--- config.mk ---
export PLATFORM = sky130hd
export DESIGN_NAME = serial_digit_writer
export DESIGN_NICKNAME = d
export VERILOG_FILES = /design/src/rtl/sdw_pkg.sv /design/src/rtl/sdw_shifter.sv /design/src/rtl/sdw_decoder.sv /design/src/rtl/sdw_store.sv /design/src/rtl/serial_digit_writer.sv
export SDC_FILE = /design/constraint.sdc
export NUM_CORES = 1
export LEC_CHECK = 0
export ABC_AREA = 1
export BUFFER_PORTS_ARGS = -buffer_cell sky130_fd_sc_hd__buf_2
export CORE_ASPECT_RATIO = 1.25
export CORE_MARGIN = 8
export CORE_UTILIZATION = 65
export CTS_BUF_LIST = sky130_fd_sc_hd__clkbuf_8
export DETAILED_ROUTE_END_ITERATION = 8
export PLACE_DENSITY_LB_ADDON = 0.25
export SETUP_SLACK_MARGIN = 0.4
export SYNTH_ARGS = -nofsm -noshare
export SYNTH_HDL_FRONTEND = slang
export SYNTH_SLANG_ARGS = --single-unit
--- constraint.sdc ---
create_clock -name clk -period 3.1 [get_ports clk]
set_input_delay 0.31 -clock clk [delete_from_list [all_inputs] [get_ports clk]]
set_output_delay 0.31 -clock clk [all_outputs]
set_load 0.01 [all_outputs]
--- src/rtl/sdw_pkg.sv ---
// Package: shared widths and record layouts for the serial digit writer.
// Assumes a ten-bit frame that is shifted in least significant field first.
package sdw_pkg;

    localparam int ANN_W  = 2;
    localparam int CODE_W = 4;
    localparam int ADDR_W = 4;
    localparam int SEG_W  = 7;

    localparam int FRAME_W = ANN_W + CODE_W + ADDR_W;
    localparam int ENTRY_W = SEG_W + ANN_W;

    // Frame as it sits in the shift register after all bits are in:
    // the first bit in lands at bit 0.
    typedef struct packed {
        logic [ADDR_W-1:0] addr;
        logic [CODE_W-1:0] code;
        logic              ann2;
        logic              ann1;
    } frame_t;

    // One display entry.
    typedef struct packed {
        logic              ann2;
        logic              ann1;
        logic [SEG_W-1:0]  seg;
    } entry_t;

    // Segment patterns, bit 0 = a ... bit 6 = g.
    localparam logic [SEG_W-1:0] SEG_DASH  = 7'h40;
    localparam logic [SEG_W-1:0] SEG_E     = 7'h79;
    localparam logic [SEG_W-1:0] SEG_H     = 7'h76;
    localparam logic [SEG_W-1:0] SEG_L     = 7'h38;
    localparam logic [SEG_W-1:0] SEG_P     = 7'h73;
    localparam logic [SEG_W-1:0] SEG_BLANK = 7'h00;

endpackage

--- src/rtl/sdw_shifter.sv ---
// Module: sdw_shifter
// Samples the serial clock, data and write lines on the system clock. It finds
// rising edges, shifts one data bit in per serial clock edge and counts the bits
// with a counter that saturates one past a full frame. Assumes all three lines
// are already synchronous to clk. A write edge wins over a serial clock edge in
// the same cycle.
module sdw_shifter #(
    parameter int FRAME_W = 10,
    parameter int CNT_W   = $clog2(FRAME_W + 2)
) (
    input  logic               clk,
    input  logic               rst_n,
    input  logic               sdata,
    input  logic               sclk,
    input  logic               swr,
    output logic [FRAME_W-1:0] frame,
    output logic               full,
    output logic               wr_evt
);

    localparam logic [CNT_W-1:0] CNT_FULL = CNT_W'(FRAME_W);
    localparam logic [CNT_W-1:0] CNT_OVER = CNT_W'(FRAME_W + 1);

    logic               sclk_q;
    logic               swr_q;
    logic               sclk_rise;
    logic [FRAME_W-1:0] sr_q;
    logic [CNT_W-1:0]   cnt_q;

    // Edge detection on the sampled lines.
    assign sclk_rise = sclk & ~sclk_q;
    assign wr_evt    = swr & ~swr_q;

    // Hold the previous level of the serial clock and write lines.
    always_ff @(posedge clk) begin
        if (!rst_n) begin
            sclk_q <= 1'b0;
            swr_q  <= 1'b0;
        end else begin
            sclk_q <= sclk;
            swr_q  <= swr;
        end
    end

    // Shift register: new bits enter at the top, so the first bit ends at bit 0.
    always_ff @(posedge clk) begin
        if (!rst_n) begin
            sr_q <= '0;
        end else if (wr_evt) begin
            sr_q <= '0;
        end else if (sclk_rise) begin
            sr_q <= {sdata, sr_q[FRAME_W-1:1]};
        end
    end

    // Bit counter: counts serial clock edges and sticks one past a full frame.
    always_ff @(posedge clk) begin
        if (!rst_n) begin
            cnt_q <= '0;
        end else if (wr_evt) begin
            cnt_q <= '0;
        end else if (sclk_rise && (cnt_q != CNT_OVER)) begin
            cnt_q <= cnt_q + 1'b1;
        end
    end

    assign frame = sr_q;
    assign full  = (cnt_q == CNT_FULL);

    // the counter never runs past its saturation value.
    p_cnt_sat_r6: assert property (@(posedge clk) disable iff (!rst_n)
        cnt_q <= CNT_OVER);

    // a write edge always leaves an empty counter behind.
    p_wr_clears_r4: assert property (@(posedge clk) disable iff (!rst_n)
        wr_evt |=> (cnt_q == '0));

    // a serial edge that coincides with a write is not counted.
    p_wr_beats_bit_r11: assert property (@(posedge clk) disable iff (!rst_n)
        (wr_evt && sclk_rise) |=> (sr_q == '0));

endmodule

--- src/rtl/sdw_decoder.sv ---
// Module: sdw_decoder
// Turns a four-bit binary code into a seven-segment pattern. Bit 0 is segment a
// and bit 6 is segment g. Codes 0 to 9 give digits; 10 to 15 give a dash, E, H,
// L, P and blank. Purely combinational.
module sdw_decoder
    import sdw_pkg::*;
(
    input  logic [CODE_W-1:0] code,
    output logic [SEG_W-1:0]  seg
);

    // Code to segment lookup.
    always_comb begin
        unique case (code)
            4'd0:    seg = 7'h3F;
            4'd1:    seg = 7'h06;
            4'd2:    seg = 7'h5B;
            4'd3:    seg = 7'h4F;
            4'd4:    seg = 7'h66;
            4'd5:    seg = 7'h6D;
            4'd6:    seg = 7'h7D;
            4'd7:    seg = 7'h07;
            4'd8:    seg = 7'h7F;
            4'd9:    seg = 7'h6F;
            4'd10:   seg = SEG_DASH;
            4'd11:   seg = SEG_E;
            4'd12:   seg = SEG_H;
            4'd13:   seg = SEG_L;
            4'd14:   seg = SEG_P;
            default: seg = SEG_BLANK;
        endcase
    end

endmodule

--- src/rtl/sdw_store.sv ---
// Module: sdw_store
// Display memory with one register per digit and one write port. The write
// port updates one entry per cycle; the read port is combinational and returns
// zero for addresses past the last digit. Assumes the caller asserts we only
// with an in-range address.
module sdw_store #(
    parameter int NUM_DIGITS = 10,
    parameter int ADDR_W     = 4,
    parameter int ENTRY_W    = 9
) (
    input  logic              clk,
    input  logic              rst_n,
    input  logic              we,
    input  logic [ADDR_W-1:0] waddr,
    input  logic [ENTRY_W-1:0] wdata,
    input  logic [ADDR_W-1:0] raddr,
    output logic [ENTRY_W-1:0] rdata
);

    logic [ENTRY_W-1:0] entry_q [NUM_DIGITS];

    // the write port only ever sees in-range addresses.
    p_addr_range_r7: assert property (@(posedge clk) disable iff (!rst_n)
        we |-> (waddr < ADDR_W'(NUM_DIGITS)));

    for (genvar g = 0; g < NUM_DIGITS; g++) begin : g_digit
        // Per-digit register: cleared on reset, loaded when addressed.
        always_ff @(posedge clk) begin
            if (!rst_n) begin
                entry_q[g] <= '0;
            end else if (we && (waddr == ADDR_W'(g))) begin
                entry_q[g] <= wdata;
            end
        end

        // an addressed write lands in this digit one cycle later.
        p_store_r3: assert property (@(posedge clk) disable iff (!rst_n)
            (we && (waddr == ADDR_W'(g))) |=> (entry_q[g] == $past(wdata)));

        // with no write enable the digit keeps its value.
        p_hold_r5: assert property (@(posedge clk) disable iff (!rst_n)
            !we |=> $stable(entry_q[g]));
    end

    // Read mux: select the addressed entry, zero when out of range.
    always_comb begin
        rdata = '0;
        for (int i = 0; i < NUM_DIGITS; i++) begin
            if (raddr == ADDR_W'(i)) begin
                rdata = entry_q[i];
            end
        end
    end

endmodule

--- src/rtl/serial_digit_writer.sv ---
// Module: serial_digit_writer
// Top level. The shifter collects a ten-bit frame. The frame counts as
// acceptable when exactly ten bits are held and the address names an existing
// digit. A write edge then stores the decoded entry; otherwise the write only
// empties the shifter. Assumes serial lines synchronous to clk.
module serial_digit_writer
    import sdw_pkg::*;
#(
    parameter int NUM_DIGITS = 10
) (
    input  logic               clk,
    input  logic               rst_n,
    input  logic               ser_data,
    input  logic               ser_clk,
    input  logic               ser_wr,
    output logic               accept_n,
    input  logic [ADDR_W-1:0]  rd_addr,
    output logic [ENTRY_W-1:0] rd_data
);

    logic [FRAME_W-1:0] frame_bits;
    frame_t             frame;
    logic               full;
    logic               wr_evt;
    logic               valid;
    logic               we;
    logic [SEG_W-1:0]   seg;
    entry_t             wentry;

    sdw_shifter #(
        .FRAME_W (FRAME_W)
    ) u_shifter (
        .clk    (clk),
        .rst_n  (rst_n),
        .sdata  (ser_data),
        .sclk   (ser_clk),
        .swr    (ser_wr),
        .frame  (frame_bits),
        .full   (full),
        .wr_evt (wr_evt)
    );

    // Frame check: a full frame with an address of an existing digit.
    always_comb begin
        frame    = frame_t'(frame_bits);
        valid    = full && (frame.addr < ADDR_W'(NUM_DIGITS));
        accept_n = ~valid;
        we       = wr_evt && valid;
    end

    sdw_decoder u_decoder (
        .code (frame.code),
        .seg  (seg)
    );

    // Entry assembly from the decoded segments and the two flags.
    always_comb begin
        wentry.ann2 = frame.ann2;
        wentry.ann1 = frame.ann1;
        wentry.seg  = seg;
    end

    sdw_store #(
        .NUM_DIGITS (NUM_DIGITS),
        .ADDR_W     (ADDR_W),
        .ENTRY_W    (ENTRY_W)
    ) u_store (
        .clk   (clk),
        .rst_n (rst_n),
        .we    (we),
        .waddr (frame.addr),
        .wdata (wentry),
        .raddr (rd_addr),
        .rdata (rd_data)
    );

    // accept_n can only fall right after a cycle with the serial clock high.
    p_accept_after_bit_r10: assert property (@(posedge clk) disable iff (!rst_n)
        $fell(accept_n) |-> $past(ser_clk));

    // after a write edge the frame is never acceptable.
    p_accept_high_after_wr_r4: assert property (@(posedge clk) disable iff (!rst_n)
        wr_evt |=> accept_n);

endmodule

==> impl_metrics.json, run 1 <==
{
  "synth_top_area_share_pct": 52.0,
  "finish.net_count": 596,
  "maxCapViolCount": 0,
  "ant_nets": 0,
  "syn_to_final_growth_pct": 10.9,
  "r2r_end": "u_decoder.seg[1]",
  "final_cell_mix": "147 x nor2_1, 103 x nand2_1, 90 x edfxtp_1",
  "yosysSeqAreaShare_pct": 60.9,
  "synth_area_um2": 5200,
  "timing.fmax_mhz": 450,
  "cp_slowest_cell": "nor3_2",
  "reg2reg_depth": 9,
  "vias": 3837,
  "drcViolationCount": 0,
  "clock_sinks": 113,
  "yosysWarnings": 0,
  "avgRoutedWirePerCell_um": 15.8,
  "grt_pass1_wl_mm": 17.6,
  "antenna_found_initial": 0,
  "grt_busiest_layer": "met2",
  "p_leak_nw": 2.37,
  "rows": 36,
  "grt_max_degree": 23,
  "post_synth_inst_count": 549,
  "drv_slew": 0,
  "ir_worst_vdd_mv": 0.480,
  "end_kind": "primary output",
  "synthFlopType": "edfxtp_1",
  "core_um2": 7790,
  "cts.clk_slew.worst_paths_ns": 0.07,
  "grt_use_total_pct": 21.3,
  "path_max_fanout": 10,
  "use_met2_pct": 37.1,
  "hold_depth": 3,
  "dp_worst_setup_slack_ns": 0.759,
  "cts_tree": "done",
  "die_area_um2": 11100,
  "cts_buffer_depth": 2,
  "status": "completed",
  "port_buffers": 18,
  "cts-root-buf": "clkbuf_8",
  "multiInputGateArea_um2": 1760,
  "period_needed_ns": 2.22,
  "fin_crit_sh_pct": 71.7,
  "instances_no_fill": 686,
  "power.density_nw_per_um2": 569,
  "crit_required_ns": 2.79,
  "die_h_um": 116,
  "seqCellArea_um2": 3160,
  "dp_cells": 654,
  "power_w": 0.00328,
  "cp_top_family": "simple AND/OR/NAND/NOR gates",
  "hold_viol": 0,
  "fillCellCount": 538,
  "cts_buffers": 17,
  "antennaDiodeCount": 0,
  "synth_top_area_cell": "edfxtp_1",
  "crit_path_max_incr_delay_ns": 0.55,
  "max_slew_margin_pct": 30.1,
  "synth-edff-count": 90,
  "htreeDepth": 4,
  "hold_path_class": "in -> reg",
  "tightest_slew_ns": 1.04,
  "use_met1_pct": 23.3,
  "drt_pre_antenna_iters": 5,
  "r2r-start": "u_shifter.sclk_q",
  "synth_area_leaders": "edfxtp_1 52%, nor2_1 11%, dfxtp_1 8.9%",
  "grtUsageMet3_pct": 5.25,
  "drive_gt1_share_pct": 14.9,
  "worstPathArrival_ns": 1.91,
  "setup_slack_ns": 0.876,
  "r2r_setup_slack_ns": 0.94,
  "clock_skew_ns": 0.0268,
  "crit_type": "in -> out",
  "final-setup-viol-count": 0,
  "async_reset_ff_share_pct": 0,
  "min_from": "ser_wr",
  "hold_buffers": 0,
  "cp_num_buf_inv": 4,
  "critPathLaunchType": "primary input",
  "viasPerCell": 5.59,
  "routabilityCongestion": 0.819,
  "hpwlAfterDp_mm": 7.47,
  "yosys_register_bits": 113,
  "drtIter0Drc": 384,
  "final_common_cell": "nor2_1",
  "synthDistinctLibCells": 30,
  "rsz0062_at_grt": "no",
  "min_to": "u_shifter.swr_q",
  "post_cts_buffers": 0,
  "syn_area_per_cell_um2": 9.46,
  "post_cts_resized": 0,
  "start_util_pct": 66.7,
  "chipWidth_um": 96.0,
  "fin_setup_tns_ns": 0,
  "insertion_delay_ns": 0.44,
  "first_global_vias": 3765,
  "syn-num-nets": 567,
  "crit_path_cell_trace": "buf_2, inv_1, nor2_4, inv_1, nor3_2, nand2_1, nand4_1, buf_2",
  "overflow": 0,
  "ios": 19,
  "wl_mm": 10.9
}
## tightest hold or removal path, cell delays in order
cell     delay (ns)
buf_2          0.09
nand2_1        0.04
inv_1          0.04
## final cells by class
type | instances | area share (%)
Timing Repair Buffer | 19 | 1.69
Inverter | 59 | 3.84
Multi-Input combinational cell | 368 | 30.6
Sequential cell | 113 | 54.9
Clock inverter | 15 | 2.82
Tap cell | 95 | 2.06
Clock buffer | 17 | 4.06
## power by group
group / leakage [nW] / internal [W] / switching (W)
logic: 1.07 / 0.0000484 / 0.000159
clock network: 0.181 / 0.000719 / 0.000645
registers: 1.12 / 0.00169 / 0.0000210
total: 2.37 / 0.00245 / 0.000826
## routing by layer
metal | wire length (um) | vias up
met5 | 0 | -
met4 | 461 | 0
met3 | 763 | 32
met2 | 5610 | 146
met1 | 4030 | 1798
li1 | - | 1861
## worst max-delay path by stage
| stage | from | to | cells after the start |
|---|---|---|---|
| floorplan | u_shifter.sclk_q | u_decoder.seg[1] | 9 |
| global placement | rst_n | u_decoder.seg[3] | 8 |
| detailed placement | rst_n | u_decoder.seg[1] | 7 |
| CTS | rd_addr[0] | rd_data[6] | 8 |
| global route | u_shifter.sclk_q | u_decoder.seg[1] | 9 |
| finish | rd_addr[0] | rd_data[6] | 8 |
## synthesized netlist by cell type (2+ instances only)
master / n
edfxtp_1: 90
nor3_1: 3
nor2_2: 4
a21oi_1: 15
nor2_4: 3
clkinv_1: 7
nor3_2: 8
nand2_1: 103
dfxtp_1: 23
buf_2: 3
ha_1: 9
nor2_1: 147
o21ai_0: 16
nand4_1: 18
clkbuf_1: 4
nand2_2: 5
nand3_2: 8
nand3_1: 20
inv_2: 4
or2_2: 2
inv_1: 48
## cells by family (layout without fill, tap and decap cells)
logic type                 count (synthesis)  count (layout)  share of synthesized area (%)
DFF                                      113             113                           60.9
xor gates and xnor gates                   1               1                          0.169
adders and majority gates                  9               9                           2.17
and+or+nand+nor                          324             324                           28.1
buffers and inverters                     68             110                           5.20
AOI/OAI and AO/OA                         34              34                           3.52
## sequential cells by signal, summed over array words and instances (netlist names)
name,flops
u_store.entry_q,90
u_shifter.frame,10
u_decoder.seg,7
u_shifter.cnt_q,4
u_shifter.sclk_q,1
u_shifter.swr_q,1
## per-stage QoR
step,util [%],cell area (um2),hold slack (ns)
2_1_floorplan,-,5200,0.403
3_3_place_gp,68.8,5360,0.495
3_5_place_dp,68.8,5360,0.510
4_1_cts,73.9,5760,0.0836
5_1_grt,73.9,5760,0.0749
6_report,73.9,5760,0.0825
Note: power is estimated with default switching activity, not from simulation.
==> inputs of run 2 (changes only) <==
--- a/config.mk
+++ b/config.mk
@@ -5,11 +5,11 @@
 export SDC_FILE = /design/constraint.sdc
 export NUM_CORES = 1
 export LEC_CHECK = 0
-export ABC_AREA = 1
+export ABC_AREA = 0
 export BUFFER_PORTS_ARGS = -buffer_cell sky130_fd_sc_hd__buf_2
 export CORE_ASPECT_RATIO = 1.25
 export CORE_MARGIN = 8
-export CORE_UTILIZATION = 65
+export CORE_UTILIZATION = 64
 export CTS_BUF_LIST = sky130_fd_sc_hd__clkbuf_8
 export DETAILED_ROUTE_END_ITERATION = 8
 export PLACE_DENSITY_LB_ADDON = 0.25
==> constraint.sdc (replaced) <==
create_clock -name clk -period 2.3 [get_ports clk]
set_input_delay 0.23 -clock clk [delete_from_list [all_inputs] [get_ports clk]]
set_output_delay 0.23 -clock clk [all_outputs]
set_load 0.01 [all_outputs]
==> run 2 against run 1 <==
Compared with the run above:
- critical path depth did not move
- final cell count fell by 8.3%
- clock power rose by 40%
- critical path type is now reg -> reg
==> impl_metrics.json, run 2 <==
{
  "status": "completed",
  "cts-root-buf": "clkbuf_8",
  "viasPerCell": 6.12,
  "critPathLaunchType": "flip-flop",
  "rows": 37,
  "final_cell_mix": "93 x and2_1, 90 x edfxtp_1, 33 x nand2_1",
  "max_flop_register": "u_store.entry_q",
  "crit_type": "reg -> reg",
  "grt_use_total_pct": 21.0,
  "async_reset_ff_share_pct": 0,
  "max_slew_margin_pct": 60.5,
  "synthDistinctLibCells": 54,
  "synth_area_um2": 5450,
  "drv_slew": 0,
  "drcViolationCount": 0,
  "start_util_pct": 66.1,
  "dp_worst_setup_slack_ns": 0.366,
  "synth_top_area_cell": "edfxtp_1",
  "syn_area_per_cell_um2": 11.4,
  "drt_pre_antenna_iters": 5,
  "grt_max_degree": 19,
  "fillCellCount": 496,
  "hold_viol": 0,
  "rsz0062_at_grt": "yes",
  "fin_crit_sh_pct": 84.3,
  "routabilityCongestion": 0.828,
  "drive_gt1_share_pct": 23.9,
  "timing.fmax_mhz": 516,
  "crit_required_ns": 2.44,
  "yosysWarnings": 0,
  "syn-num-nets": 496,
  "yosys_register_bits": 113,
  "worstPathArrival_ns": 2.08,
  "yosysSeqAreaShare_pct": 58.0,
  "synth-edff-count": 90,
  "post_synth_inst_count": 478,
  "vias": 3852,
  "final_common_cell": "and2_1",
  "setup_slack_ns": 0.360,
  "wl_mm": 12.6,
  "synth_area_leaders": "edfxtp_1 50%, and2_1 11%, dfxtp_1 8.4%",
  "clock_sinks": 113,
  "ys_top_cells_by_count": "93 x and2_1, 90 x edfxtp_1, 37 x nand2_1",
  "ir_worst_vdd_mv": 0.494,
  "hold_path_class": "in -> reg",
  "tightest_slew_ns": 0.592,
  "die_h_um": 119,
  "core_um2": 8240,
  "fin_setup_tns_ns": 0,
  "cts_buffer_depth": 2,
  "first_global_vias": 3665,
  "final-setup-viol-count": 0,
  "htreeDepth": 4,
  "antennaDiodeCount": 0,
  "path_max_fanout": 5,
  "maxCapViolCount": 0,
  "largest_reg_flops": 90,
  "grt_pass1_wl_mm": 19.0,
  "ant_nets": 0,
  "drtIter0Drc": 235,
  "overflow": 0,
  "insertion_delay_ns": 0.43,
  "die_area_um2": 11700,
  "end_kind": "flip-flop",
  "cts_tree": "done",
  "power.density_nw_per_um2": 700,
  "synth_top_area_share_pct": 49.6,
  "port_buffers": 18,
  "syn_to_final_growth_pct": 18.1,
  "p_leak_nw": 2.43,
  "clock_skew_ns": 0.00992,
  "ios": 19,
  "period_needed_ns": 1.94,
  "chipWidth_um": 98.5,
  "cts_buffers": 17,
  "synthFlopType": "edfxtp_1",
  "hpwlAfterDp_mm": 8.34,
  "finish.net_count": 537,
  "avgRoutedWirePerCell_um": 20.1,
  "yosysMostFrequentCell": "and2_1",
  "antenna_found_initial": 0,
  "cts.clk_slew.worst_paths_ns": 0.06
}
[run 2: cell types whose count changed after synthesis, sizes merged, moves of 9 or more]
cell / previous run / this run
nor2: 154 / 27
and2: 0 / 93
nand2: 109 / 37
inv: 52 / 10
mux2i: 0 / 28
nand3: 28 / 4
o21ai: 18 / 36
nand4: 18 / 1
clkbuf: 4 / 13
[run 2: worst paths after layout]
check,from,end,slack [ns],cells after the start
max reg2reg,u_shifter.cnt_q[0],u_store.entry_q[0][13],0.36,8
min,ser_wr,u_shifter.swr_q,0.04,2
min reg2reg,u_shifter.frame[2],u_shifter.frame[1],0.46,2
max,u_shifter.cnt_q[0],u_store.entry_q[0][13],0.36,8
[run 2: power breakdown]
| part | total (W) | switching (W) | internal [W] | leakage, nW |
|---|---|---|---|---|
| combinational | 0.000311 | 0.000191 | 0.000121 | 1.11 |
| clock | 0.00191 | 0.000753 | 0.00115 | 0.218 |
| sequential | 0.00229 | 0.0000293 | 0.00226 | 1.10 |
| total | 0.00451 | 0.000973 | 0.00354 | 2.43 |
[run 2: repair_timing]
action,CTS,global route
buffers inserted,0,6
cloned,0,3
hold buffers,0,0
endpoints found under the setup margin,34,139
resized for setup,19,54
pin swaps,4,8
[run 2: cell type report]
cell class	instances	area [um2]	share of cell area, %
clock buffers	17	234	3.63
well taps	97	121	1.89
clock inverters	15	178	2.76
inverters	10	45.0	0.700
repair buffers	48	327	5.07
flip-flops and latches	113	3170	49.3
multi-input cells	329	2360	36.7
[run 2: per-stage QoR]
| stage | area (um2) | total power, W | util [%] | std cells | hold WS [ns] |
|---|---|---|---|---|---|
| global route | 6440 | 0.00464 | 78.1 | 629 | 0.0344 |
| finish | 6440 | 0.00451 | 78.1 | 629 | 0.0435 |
| floorplan | 5470 | 0.00250 | - | 478 | 0.352 |
| CTS | 6190 | 0.00449 | 75.1 | 620 | 0.0211 |
| detailed placement | 5700 | 0.00260 | 69.2 | 588 | 0.451 |
| global placement | 5700 | 0.00259 | 69.2 | 588 | 0.445 |
[run 2: cells by family after synthesis]
kind of cell	count (synthesis)	synth area share (%)
AND/OR/NAND/NOR	195	20.2
flip-flops	113	58.0
AO/OA/AOI/OAI	93	10.7
buffers and inverters	36	3.17
multiplexers	29	5.35
adder cells (fa/ha/maj)	9	2.07
XOR/XNOR	3	0.482
[run 2: routing by layer]
layer | share of wire [%] | global-route usage (%)
met1 | 38 | 24.4
met2 | 52 | 35.5
met3 | 6.2 | 5.54
met4 | 3.6 | 10.1
met5 | 0 | 0
[run 2: worst max-delay path, stage by stage, from the launching register on]
cell      delay (ns)
dfxtp_4         0.36
inv_4           0.05
ha_4            0.11
nand3b_1        0.19
nor2_4          0.23
nand3_4         0.12
o31ai_4         0.31
buf_4           0.17
buf_6           0.12
==> inputs of run 3 (changes only) <==
--- a/config.mk
+++ b/config.mk
@@ -5,7 +5,7 @@
 export SDC_FILE = /design/constraint.sdc
 export NUM_CORES = 1
 export LEC_CHECK = 0
-export ABC_AREA = 0
+export ABC_AREA = 1
 export BUFFER_PORTS_ARGS = -buffer_cell sky130_fd_sc_hd__buf_2
 export CORE_ASPECT_RATIO = 1.25
 export CORE_MARGIN = 8
==> constraint.sdc (replaced) <==
create_clock -name clk -period 1.9 [get_ports clk]
set_input_delay 0.19 -clock clk [delete_from_list [all_inputs] [get_ports clk]]
set_output_delay 0.19 -clock clk [all_outputs]
set_load 0.01 [all_outputs]
==> run 3 against run 2 <==
Compared with the run above:
- the run now ends with DRC, setup timing left
- utilization rose by 18 points
- die area fell by 4.0%
- total power rose by 29%
==> impl_metrics.json, run 3 (synthesis gave the netlist of run 1 again) <==
{
  "status": "complete, but fails checks",
  "failed_checks": "DRC, setup timing",
  "die_h_um": 117,
  "htreeDepth": 4,
  "vias": 6055,
  "cts_buffers": 17,
  "cp_top_family": "simple AND/OR/NAND/NOR gates",
  "hold_path_class": "in -> reg",
  "startpoint": "u_store.entry_q[0][11]",
  "chipWidth_um": 96.6,
  "ir_worst_vdd_mv": 1.33,
  "max_flop_register": "u_store.entry_q",
  "cp_slowest_cell": "edfxtp_1",
  "die_area_um2": 11300,
  "place_area_um2": 5530,
  "crit_required_ns": 1.71,
  "end_kind": "primary output",
  "start_util_pct": 66.3,
  "drive_gt1_share_pct": 46.1,
  "syn_to_final_growth_pct": 45.5,
  "drv_slew": 0,
  "cts_buffer_depth": 2,
  "power_w": 0.00581,
  "path_max_fanout": 1,
  "cts_tree": "done",
  "fin_crit_sh_pct": 125,
  "cts.clk_slew.worst_paths_ns": 0.08,
  "grt_pass1_wl_mm": 27.1,
  "viasPerCell": 7.97,
  "avgRoutedWirePerCell_um": 37.1,
  "maxCapViolCount": 0,
  "insertion_delay_ns": 0.48,
  "grt_use_total_pct": 33.1,
  "worstPathArrival_ns": 2.18,
  "tightest_slew_ns": 1.03,
  "crit_type": "reg -> out",
  "antenna_found_initial": 2,
  "timing.fmax_mhz": 422,
  "clock_sinks": 113,
  "setup_slack_ns": -0.469,
  "critPathLaunchType": "flip-flop",
  "routabilityCongestion": 0.962,
  "drt_pre_antenna_iters": 9,
  "final-setup-viol-count": 172,
  "use_met1_pct": 36.7,
  "rsz0062_at_grt": "yes",
  "dp_worst_setup_slack_ns": 0.00820,
  "fin_area_um2": 7560,
  "clock_skew_ns": 0.0204,
  "crit_path_cell_trace": "nand3_1, nand2_1, nor2_1, nand4_1, nor2_1, nand4_1, buf_2",
  "finish.net_count": 670,
  "period_needed_ns": 2.37,
  "grt_busiest_layer": "met2",
  "use_met2_pct": 54.7,
  "rows": 36,
  "first_global_vias": 4981,
  "largest_reg_flops": 90,
  "drtIter0Drc": 1631,
  "core_um2": 7840,
  "fillCellCount": 149,
  "wl_mm": 28.2,
  "final_common_cell": "edfxtp_1",
  "ios": 19,
  "grt_max_degree": 38,
  "hpwlAfterDp_mm": 8.53,
  "final_cell_mix": "90 x edfxtp_1, 77 x nand2_1, 59 x nor2_1",
  "finish.utilization_pct": 96.5,
  "drcViolationCount": 2,
  "hold_viol": 0,
  "cts-root-buf": "clkbuf_8",
  "grtUsageMet3_pct": 7.65,
  "max_slew_margin_pct": 31.6,
  "overflow": 0,
  "port_buffers": 18,
  "holdWs_ns": 0.118,
  "ant_nets": 0,
  "min_from": "ser_data",
  "crit_path_max_incr_delay_ns": 0.42,
  "p_leak_nw": 2.88,
  "cp_num_buf_inv": 1,
  "r2r-start": "u_shifter.sclk_q",
  "power.density_nw_per_um2": 769
}
run 3: per-stage QoR:
stage,instances,setup TNS [ns]
after floorplan,549,0
after global placement,663,0
after detailed placement,663,0
after CTS,743,0
after global routing,760,-25.27
final,760,-19.31
run 3: per-layer routing:
layer / vias to the layer above / part of all wire (%)
li1: 2054 / -
met1: 2673 / 27
met2: 934 / 42
met3: 388 / 19
met4: 6 / 12
met5: - / 0.17
run 3: path summary, 6_finish.rpt:
kind / end / slack [ns] / depth (start not counted)
hold / removal: u_shifter.frame[9] / 0.12 / 3
setup / recovery: rd_data[2] / -0.47 / 7
hold reg to reg: u_shifter.cnt_q[2] / 0.57 / 2
setup reg to reg: u_decoder.seg[2] / -0.36 / 11
run 3: worst register-to-register path, cell delays in order (launching register included):
cell     delay, ns
dfxtp_2       0.33
inv_2         0.08
nand2_4       0.11
inv_6         0.12
nor2_4        0.06
nor3_4        0.18
buf_6         0.16
buf_6         0.10
ha_4          0.12
inv_2         0.05
o21ai_1       0.45
o21ai_1       0.31
run 3: area by class of cell:
type / count / area (um2) / share of cell area, %
repair buffers: 73 / 666 / 8.80
inverters: 59 / 234 / 3.09
well taps: 95 / 119 / 1.57
clock buffers: 17 / 234 / 3.09
clock inverters: 14 / 109 / 1.44
flip-flops and latches: 113 / 3180 / 42.0
diodes: 1 / 2.50 / 0.0331
multi-input cells: 388 / 3020 / 39.9
run 3: repair_timing:
| item | 4_1_cts | 5_1_grt |
|---|---|---|
| setup endpoints to repair | 197 | 199 |
| resized for setup | 117 | 168 |
| hold endpoints to repair | 2 | 0 |
| pin swaps | 33 | 45 |
| hold buffers | 2 | 0 |
| buffers inserted | 29 | 14 |
| gates cloned | 18 | 2 |
run 3: power breakdown:
group / total (W) / switching [W] / internal (W)
Combinational: 0.000731 / 0.000555 / 0.000176
Clock: 0.00226 / 0.00116 / 0.00111
Sequential: 0.00282 / 0.0000689 / 0.00275
Total: 0.00581 / 0.00178 / 0.00403
